### config.mk
export PLATFORM = sky130hd
export DESIGN_NAME = evt_entry_seq
export DESIGN_NICKNAME = d
export VERILOG_FILES = /design/src/rtl/evt_pkg.sv /design/src/rtl/evt_arbiter.sv /design/src/rtl/evt_target.sv /design/src/rtl/evt_entry_seq.sv
export SDC_FILE = /design/constraint.sdc
export NUM_CORES = 1
export LEC_CHECK = 0
export ABC_AREA = 1
export BUFFER_PORTS_ARGS = -buffer_cell sky130_fd_sc_hd__buf_2
export CAP_MARGIN = 25
export CORE_MARGIN = 3
export CORE_UTILIZATION = 40
export CTS_CLUSTER_DIAMETER = 150
export DETAILED_ROUTE_END_ITERATION = 10
export HOLD_SLACK_MARGIN = 0.06
export REMOVE_ABC_BUFFERS = 1
export SLEW_MARGIN = 5
export SYNTH_ARGS = -nofsm -noshare
export SYNTH_HDL_FRONTEND = slang
export SYNTH_HIERARCHICAL = 1
export SYNTH_SLANG_ARGS = --single-unit
### constraint.sdc
create_clock -name clk -period 0.8 [get_ports clk]
set_input_delay 0.12 -clock clk [delete_from_list [all_inputs] [get_ports clk]]
set_output_delay 0.12 -clock clk [all_outputs]
set_load 0.02 [all_outputs]
### src/rtl/evt_pkg.sv
package evt_pkg;

  typedef enum logic [1:0] {
    EV_NONE = 2'd0,
    EV_EXC  = 2'd1,
    EV_IRQ  = 2'd2,
    EV_RST  = 2'd3
  } ev_kind_e;

  localparam int CODE_W   = 12;
  localparam int BIT_BL   = 28;
  localparam int BIT_RB   = 29;
  localparam int BIT_MD   = 30;
  localparam int BIT_FD   = 15;
  localparam int IMASK_LO = 4;

  localparam logic [CODE_W-1:0] CODE_UNBLOCKED = 12'h1E0;
  localparam logic [CODE_W-1:0] CODE_TRAP      = 12'h160;
  localparam logic [CODE_W-1:0] CODE_TLB_RD    = 12'h040;
  localparam logic [CODE_W-1:0] CODE_TLB_WR    = 12'h060;

  localparam int N_HARD = 3;
  localparam logic [CODE_W-1:0] HARD_CODES [N_HARD] = '{12'h000, 12'h020, 12'h140};

endpackage

### src/rtl/evt_arbiter.sv
module evt_arbiter
  import evt_pkg::*;
#(
  parameter int LVL_W = 4
) (
  input  logic              exc_valid,
  input  logic [CODE_W-1:0] exc_code,
  input  logic              irq_valid,
  input  logic [LVL_W-1:0]  irq_level,
  input  logic [LVL_W-1:0]  imask,
  input  logic              blocked,
  input  logic              sleeping,
  input  logic              in_slot,
  output ev_kind_e          kind
);

  logic irq_ok;

  always_comb begin
    irq_ok = irq_valid && !in_slot && (!blocked || sleeping) && (irq_level > imask);
    kind   = EV_NONE;
    if (exc_valid) begin
      if (blocked && (exc_code != CODE_UNBLOCKED)) kind = EV_RST;
      else                                         kind = EV_EXC;
    end else if (irq_ok) begin
      kind = EV_IRQ;
    end
  end

endmodule

### src/rtl/evt_target.sv
module evt_target
  import evt_pkg::*;
#(
  parameter int          XLEN     = 32,
  parameter int          LVL_W    = 4,
  parameter logic [31:0] FIXED_PC = 32'hA000_0000,
  parameter logic [31:0] OFS_GEN  = 32'h0000_0100,
  parameter logic [31:0] OFS_TLB  = 32'h0000_0400,
  parameter logic [31:0] OFS_IRQ  = 32'h0000_0600
) (
  input  ev_kind_e          kind,
  input  logic [CODE_W-1:0] exc_code,
  input  logic [XLEN-1:0]   sr,
  input  logic [XLEN-1:0]   pc,
  input  logic [XLEN-1:0]   vbr,
  input  logic              in_slot,
  output logic [XLEN-1:0]   tgt_pc,
  output logic [XLEN-1:0]   tgt_sr,
  output logic [XLEN-1:0]   save_pc
);

  localparam logic [XLEN-1:0] STEP = XLEN'(2);

  logic [N_HARD-1:0] hard_hit;
  logic              is_hard;
  logic              is_tlb;
  logic              is_trap;

  for (genvar g = 0; g < N_HARD; g++) begin : g_hard
    assign hard_hit[g] = (exc_code == HARD_CODES[g]);
  end

  assign is_hard = |hard_hit;
  assign is_tlb  = (exc_code == CODE_TLB_RD) || (exc_code == CODE_TLB_WR);
  assign is_trap = (exc_code == CODE_TRAP);

  always_comb begin
    save_pc = pc;
    if (in_slot) save_pc = save_pc - STEP;
    if ((kind == EV_EXC) && is_trap) save_pc = save_pc + STEP;

    tgt_sr         = sr;
    tgt_sr[BIT_BL] = 1'b1;
    tgt_sr[BIT_MD] = 1'b1;
    tgt_sr[BIT_RB] = 1'b1;
    if ((kind == EV_EXC) && is_hard) begin
      tgt_sr[BIT_FD] = 1'b0;
      tgt_sr[IMASK_LO +: LVL_W] = '1;
    end

    if (kind == EV_IRQ)  tgt_pc = vbr + XLEN'(OFS_IRQ);
    else if (is_hard)    tgt_pc = XLEN'(FIXED_PC);
    else if (is_tlb)     tgt_pc = vbr + XLEN'(OFS_TLB);
    else                 tgt_pc = vbr + XLEN'(OFS_GEN);
  end

endmodule

### src/rtl/evt_entry_seq.sv
module evt_entry_seq
  import evt_pkg::*;
#(
  parameter int          XLEN     = 32,
  parameter int          LVL_W    = 4,
  parameter logic [31:0] FIXED_PC = 32'hA000_0000,
  parameter logic [31:0] OFS_GEN  = 32'h0000_0100,
  parameter logic [31:0] OFS_TLB  = 32'h0000_0400,
  parameter logic [31:0] OFS_IRQ  = 32'h0000_0600
) (
  input  logic              clk,
  input  logic              rst_n,
  input  logic              take_event,
  input  logic              exc_valid,
  input  logic [CODE_W-1:0] exc_code,
  input  logic              irq_valid,
  input  logic [LVL_W-1:0]  irq_level,
  input  logic [CODE_W-1:0] irq_code,
  input  logic [XLEN-1:0]   sr_in,
  input  logic [XLEN-1:0]   pc_in,
  input  logic [XLEN-1:0]   r15_in,
  input  logic [XLEN-1:0]   vbr_in,
  input  logic              dslot_in,
  input  logic              sleep_in,
  output logic              entered,
  output logic              entry_exc,
  output logic              reset_req,
  output logic              slot_clear,
  output logic              wake,
  output logic [XLEN-1:0]   ssr,
  output logic [XLEN-1:0]   spc,
  output logic [XLEN-1:0]   sgr,
  output logic [XLEN-1:0]   sr_new,
  output logic [XLEN-1:0]   pc_new,
  output logic [CODE_W-1:0] expevt,
  output logic [CODE_W-1:0] intevt
);

  ev_kind_e        kind;
  logic [XLEN-1:0] tgt_pc;
  logic [XLEN-1:0] tgt_sr;
  logic [XLEN-1:0] save_pc;
  logic            load_any;
  logic            load_exc;
  logic            load_irq;
  logic            rst_d;

  evt_arbiter #(.LVL_W(LVL_W)) u_arb (
    .exc_valid (exc_valid),
    .exc_code  (exc_code),
    .irq_valid (irq_valid),
    .irq_level (irq_level),
    .imask     (sr_in[IMASK_LO +: LVL_W]),
    .blocked   (sr_in[BIT_BL]),
    .sleeping  (sleep_in),
    .in_slot   (dslot_in),
    .kind      (kind)
  );

  evt_target #(
    .XLEN(XLEN), .LVL_W(LVL_W), .FIXED_PC(FIXED_PC),
    .OFS_GEN(OFS_GEN), .OFS_TLB(OFS_TLB), .OFS_IRQ(OFS_IRQ)
  ) u_tgt (
    .kind     (kind),
    .exc_code (exc_code),
    .sr       (sr_in),
    .pc       (pc_in),
    .vbr      (vbr_in),
    .in_slot  (dslot_in),
    .tgt_pc   (tgt_pc),
    .tgt_sr   (tgt_sr),
    .save_pc  (save_pc)
  );

  always_comb begin
    load_exc = take_event && (kind == EV_EXC);
    load_irq = take_event && (kind == EV_IRQ);
    load_any = load_exc || load_irq;
    rst_d    = take_event && (kind == EV_RST);
  end

  always_ff @(posedge clk or negedge rst_n) begin
    if (!rst_n) begin
      entered    <= 1'b0;
      entry_exc  <= 1'b0;
      reset_req  <= 1'b0;
      slot_clear <= 1'b0;
      wake       <= 1'b0;
    end else begin
      entered    <= load_any;
      reset_req  <= rst_d;
      slot_clear <= load_any && dslot_in;
      wake       <= load_any && sleep_in;
      if (load_any) entry_exc <= load_exc;
    end
  end

  always_ff @(posedge clk or negedge rst_n) begin
    if (!rst_n) begin
      ssr    <= '0;
      spc    <= '0;
      sgr    <= '0;
      sr_new <= '0;
      pc_new <= '0;
    end else if (load_any) begin
      ssr    <= sr_in;
      spc    <= save_pc;
      sgr    <= r15_in;
      sr_new <= tgt_sr;
      pc_new <= tgt_pc;
    end
  end

  always_ff @(posedge clk or negedge rst_n) begin
    if (!rst_n) begin
      expevt <= '0;
      intevt <= '0;
    end else begin
      if (load_exc) expevt <= exc_code;
      if (load_irq) intevt <= irq_code;
    end
  end

endmodule

---- Word-level counts from Yosys, hierarchy flattened ----
Cells that the tools add are included.
storage, ports and cells
  word-level logic and storage cells ...... 55
  output and inout bits ................... 189
  memory bits (writable) .................. 0
  memories kept ........................... 0
  flip-flop bits (word level) ............. 189
  input bits .............................. 163
  bits in read-only memories .............. 0
  bits in latches ......................... 0
cells by class
  div/mod/pow operators ................... 0
  shifts and indexed selects .............. 0
  add/sub/neg operators ................... 5
  magnitude comparators ................... 1
  $mul .................................... 0
  bitwise operators ....................... 0
  multiplexer cells ....................... 10
  reductions and logical operators ........ 18
  equal/unequal tests ..................... 9
operator list
  operator                                                 count
  2-to-1 mux 32 bit                                        5
  adder 32 x 11 -> 32 bit (second input constant)          2
  adder 32 x 2 -> 32 bit (second input constant)           1
  adder 32 x 9 -> 32 bit (second input constant)           1
  subtractor 32 x 2 -> 32 bit (second input constant)      1
  equality test 12 x 7 -> 1 bit (second input constant)    2
  equality test 12 x 9 -> 1 bit (second input constant)    2
  equality test 12 x 6 -> 1 bit (second input constant)    1
  logical NOT 12 bit                                       1
  inequality test 12 x 9 -> 1 bit (second input constant)  1
  logical AND 1 bit                                        11
  2-to-1 mux 2 bit                                         3
  equality test 2 bit (second input constant)              2
  > comparator 4 bit                                       1
  2-to-1 mux 4 bit                                         1
  logical OR 1 bit                                         3
  OR reduction 3 bit                                       1
  equality test 2 x 1 -> 1 bit (second input constant)     1
  logical NOT 1 bit                                        2
  2-to-1 mux 1 bit                                         1

---- Logic depth before layout (Yosys ltp) ----
  depth in word-level cells ............... 10
  depth in mapped cells ................... 23
  mapped depth without buffers ............ 23

---- Hierarchy ----
Netlist, hierarchy kept.
modules (own cells, without submodules)
  module         instances  area each (µm²)  cells each  sequential area each (µm²)
  evt_entry_seq  1          7,363.3          809         4,729.5
  evt_target     1          3,930.0          772         0.0
  evt_arbiter    1          232.7            50          0.0

---- Worst setup path before layout ----
Ideal clock, no wire load.
  kind .................................... input port to flip-flop
  from .................................... input sr_in[7]
  to ...................................... register spc[29]
  setup time .............................. 0.117 ns
  setup slack ............................. -1.205 ns
  arrival ................................. 1.888 ns
  stages on the path ...................... 22
  required time ........................... 0.683 ns
  buffers on the path ..................... 0
  path through ............................ inv_1 -> ha_1 -> nand2_1 -> inv_1 -> nand2_1 -> nand2_1 -> nand2_1 -> nand2_1 -> inv_1 -> nand2_1 -> nor2_1 -> nand2_1 -> inv_1 -> nand3_1 -> nor2_1 -> nand2_1 -> nor2_1 -> nand2_1 -> nand2_1 -> nand2_1 -> nand2_1 -> nand2_1
on the way
  longest elaborated chain between the ends .. 7
  elaborated cells on any way between the ends .. 11
  classes of those cells .................. 1 x order compare; 2 x eq/ne; 3 x mux; 5 x reduce/logical
RTL lines
  item                          line                  RTL
  start, declared               evt_entry_seq.sv:19   input logic [XLEN-1:0] sr_in,
  > comparator 4 bit            evt_arbiter.sv:20     irq_ok = irq_valid && !in_slot && (!blocked || sleeping) && (irq_level > imask);
  logical AND 1 bit             evt_arbiter.sv:20
  2-to-1 mux 2 bit              evt_arbiter.sv:25     end else if (irq_ok) begin
  2-to-1 mux 2 bit              evt_arbiter.sv:22     if (exc_valid) begin
  named net kind[1]             evt_entry_seq.sv:39   ev_kind_e kind;
  equality test 2 x 1 -> 1 bit  evt_target.sv:40      if ((kind == EV_EXC) && is_trap) save_pc = save_pc + STEP;
  logical AND 1 bit             evt_target.sv:40
  2-to-1 mux 32 bit             evt_target.sv:40
  named net save_pc[29]         evt_entry_seq.sv:42   logic [XLEN-1:0] save_pc;
  end signal, assigned          evt_entry_seq.sv:107  spc <= save_pc;
  end, declared                 evt_entry_seq.sv:31   output logic [XLEN-1:0] spc,
The timed path passes the listed nets, and every way through them passes these cells.
A chain may end at the register's enable or synchronous reset.

---- Worst setup path after layout ----
  from .................................... input exc_code[0]
  to ...................................... register ssr[31]
on the way
  longest elaborated chain between the ends .. 7
  elaborated cells on any way between the ends .. 9
  classes of those cells .................. 3 x eq/ne; 2 x mux; 4 x reduce/logical
RTL lines
  item                                                                 line                                      RTL
  start, declared                                                      evt_entry_seq.sv:15                       input logic [CODE_W-1:0] exc_code,
  inequality test 12 x 9 -> 1 bit (*)                                  evt_arbiter.sv:23                         if (blocked && (exc_code != CODE_UNBLOCKED)) kind = EV_RST;
  logical AND 1 bit (*)                                                evt_arbiter.sv:23
  2-to-1 mux 2 bit (*)                                                 evt_arbiter.sv:23
  2-to-1 mux 2 bit (*)                                                 evt_arbiter.sv:22
  named net kind[1]                                                    evt_entry_seq.sv:39
  equality test 2 x 1 -> 1 bit or equality test 2 bit (tied branches)  evt_entry_seq.sv:76, evt_entry_seq.sv:77
  logical AND 1 bit (on tied branches)                                 evt_entry_seq.sv:76, evt_entry_seq.sv:77
  logical OR 1 bit (*)                                                 evt_entry_seq.sv:78                       load_any = load_exc || load_irq;
  end signal, assigned                                                 evt_entry_seq.sv:106                      ssr <= sr_in;
  end, declared                                                        evt_entry_seq.sv:30                       output logic [XLEN-1:0] ssr,
Mark *: on every way through the listed nets, which the timed path passes. The rest lies on a longest branch.

==> flow_metrics.tcl <==
set metrics [dict create \
    syn_avg_cell_area_um2 7.07 \
    dr_total_vias 14400 \
    synth_top_family_by_area "simple AND/OR/NAND/NOR gates" \
    viasPerCell 5.19 \
    worstSkewPairLatency_ns 0.44 \
    die_x_um 176 \
    ant_nets 0 \
    start_kind "input port" \
    ys_seq_area_share_pct 41.0 \
    path_class "in2reg" \
    fill_cells 1990 \
    wl_per_cell_um 18.3 \
    grt_pass1_wl_mm 69.5 \
    synth_mux_area_share_pct 0 \
    status "complete, but fails checks" \
    synthTopCellsByArea "dfrtp_1 41%, nand2_1 19%, nand3_1 9.2%" \
    nNetsFinal 2548 \
    hp-class "in2reg" \
    fmax_mhz 553 \
    clock_sinks 189 \
    finalPower_mw 34.2 \
    path_buf_inv 9 \
    period_minus_slack_ns 1.81 \
    grt_max_degree 53 \
    regToRegSetupSlack_ns 0.07 \
    drt_pass1_iterations 5 \
    ios 352 \
    fin_ws_ns -1.01 \
    hpwl_mm 31.3 \
    cp.arrival_ns 2.14 \
    place_area_um2 15600 \
    power_density_nw_per_um2 1680 \
    cp.required_ns 1.13 \
    hp-start "exc_code[0]" \
    cts_buffer_depth 2 \
    crit_family "buffers and inverters" \
    synth_edf_count 0 \
    fin_crit_sh_pct 226 \
    yosysWarnings 6 \
    yosys.area.top_type "dfrtp_1" \
    r2r_cells 2 \
    die_h_um 176 \
    drc_errors 0 \
    irDropWorstVdd_mv 1.57 \
    root_buffer "clkbuf_16" \
    worstHoldPathCells 4 \
    drt_wl_total_mm 50.7 \
    regArea_um2 4730 \
    r2r-start "sgr[18]" \
    synth_cells 1631 \
    first_global_vias 13479 \
    crit_slowest_cell "buf_12" \
    crit_chain "buf_2 -> inv_1 -> nand2_1 -> nor2_2 -> nand3_1 -> nand2_1 -> nand2_2 -> buf_4 -> buf_4 -> buf_6 -> inv_4 -> nand3_4 -> buf_12 -> buf_12 -> clkbuf_16 -> nand3_2 -> nand2_1" \
    async_reset_ff_share_pct 100 \
    placed_cells 2545 \
    regToRegEndpoint "sgr[18]" \
    final_cells 2772 \
    rows 61 \
    failed_checks "setup timing" \
    initial_core_util_pct 41.0 \
    synth_ff_type "dfrtp_1" \
    antenna_found_initial 7 \
    multi_input_area_um2 7120 \
    grt_remaining_overflow 0 \
    cts_buffers 17 \
    synth_seq_cells 189 \
    cts_tree "done" \
    netlist.area_leader.share_pct 41.0 \
    drtIter0Drc 1066 \
    io_buffers 351 \
    grt_use_total_pct 27.8 \
    coreArea_um2 28100 \
    rsz0062_at_grt "true" \
    finalInstanceArea_um2 20300 \
    drv_cap 0 \
    synth_fa_ha_area_share_pct 1.19 \
    synth_compound_area_share_pct 4.52 \
    synth_simple_gate_area_share_pct 40.7 \
    min_to "expevt[0]" \
    setup_viol 378 \
    cp_max_fo 6 \
    synth_xor_area_share_pct 2.74 \
    timing.hold.ws_ns 0.0770 \
    drv_slew 0 \
    power.leakage_nw 10.8 \
    fin_util_pct 72.3 \
    finClkSkew_ns 0 \
    dieArea_um2 30900 \
    area_delta_synth_final_pct 76.3 \
    final_hold_viol_count 0 \
    clk_pin_slew_ns 0.08 \
    htree_num_levels 4 \
    drive_above_1_share_pct 47.5 \
    pre_cts_slack_ns -1.58 \
    worstSetupEndpointType "flip-flop" \
    gp_congestion 0.908 \
    max_stage_delay_ns 0.21 \
    cpMostUsedCell "nand2_1" \
    synth_area_um2 11500 \
    final.setup.tns_ns -239.01 \
    yosysUniqueCellTypes 45 \
]
==> final cells by class <==
type / count / area share, %
timing repair buffer: 814 / 33.2
clock inverter: 15 / 0.924
clock buffer: 17 / 2.09
antenna: 7 / 0.0862
inverter: 160 / 3.03
tap: 378 / 2.33
multi-input combinational: 1192 / 35.0
sequential: 189 / 23.3
==> cell usage in the layout (no fill, tap or decap), types with 5 or more instances in the layout <==
cell,instances
nand2_1,441
buf_2,341
buf_4,256
dfrtp_1,189
inv_1,137
nand2_2,131
nand3_1,114
nor2_1,101
dlygate4sd3_1,98
nand3_2,85
buf_12,39
clkbuf_16,36
buf_6,35
nand2_4,33
o21ai_1,31
nor2_2,30
o21ai_0,29
nor2_4,29
xor2_1,26
nand4_1,23
nand3_4,21
inv_2,18
buf_8,17
a21oi_1,12
nand3b_1,10
nor3_1,9
buf_16,8
diode_2,7
xnor2_1,7
clkinv_8,6
or2_2,6
ha_1,6
inv_6,5
ha_4,5
==> worst reg2reg max path, cell delays in order (launching register included) <==
cell and delay, ns:
dfrtp_1 0.41, nand3_1 0.12, nand2_1 0.09
==> worst max path at each step <==
stage,startpoint,end,cells after the start
4_1_cts,sr_in[5],spc[27],23
3_5_place_dp,sr_in[5],spc[27],23
6_report,exc_code[0],ssr[31],17
5_1_grt,sr_in[7],spc[28],22
2_1_floorplan,sr_in[7],entered,11
3_3_place_gp,sr_in[7],spc[27],23
==> report_power, final <==
group	internal, mW	switching (mW)
clock	4.28	4.64
sequential	11.3	1.29
combinational	5.31	7.41
total	20.9	13.3
==> logic make-up (layout without fill, tap and decap cells) <==
| group | count (synthesis) | count (layout) |
|---|---|---|
| other | 1 | 10 |
| AND/OR/NAND/NOR | 1046 | 1046 |
| buffers and inverters | 252 | 1006 |
| flip-flops | 189 | 189 |
| AO/OA/AOI/OAI | 96 | 96 |
| adder cells (fa/ha/maj) | 11 | 11 |
| XOR/XNOR | 36 | 36 |
==> Yosys cell counts (11+ instances only) <==
| cell | count |
|---|---|
| a21oi_1 | 14 |
| buf_2 | 44 |
| buf_4 | 29 |
| clkbuf_1 | 11 |
| dfrtp_1 | 189 |
| ha_1 | 11 |
| inv_1 | 148 |
| nand2_1 | 580 |
| nand2_2 | 19 |
| nand3_1 | 211 |
| nand4_1 | 23 |
| nor2_1 | 130 |
| nor2_2 | 20 |
| nor3_1 | 11 |
| o21ai_0 | 57 |
| xor2_1 | 26 |
==> registers in the layout (all words and copies together) (netlist names), 12 cells and up <==
name and count:
expevt 12, intevt 12, pc_new 32, sgr 32, spc 32, sr_new 32, ssr 32
==> per-layer routing <==
metal  vias to the layer above  global-route usage (%)  share of wire [%]
li1                       6645                       -                  -
met1                      6883                    33.6                 37
met2                       690                    49.3                 51
met3                       182                    4.22                6.8
met4                         0                    11.5                5.2
met5                         -                       0                  0
==> timing repair <==
action / in CTS / in global routing
setup buffers: 29 / 33
gates resized for setup: 178 / 321
pin swaps: 54 / 104
endpoints found under the setup margin: 378 / 378
endpoints found under the hold margin: 312 / 0
hold buffers: 98 / 0
gates cloned: 8 / 27
Note: power is estimated with default switching activity, not from simulation.
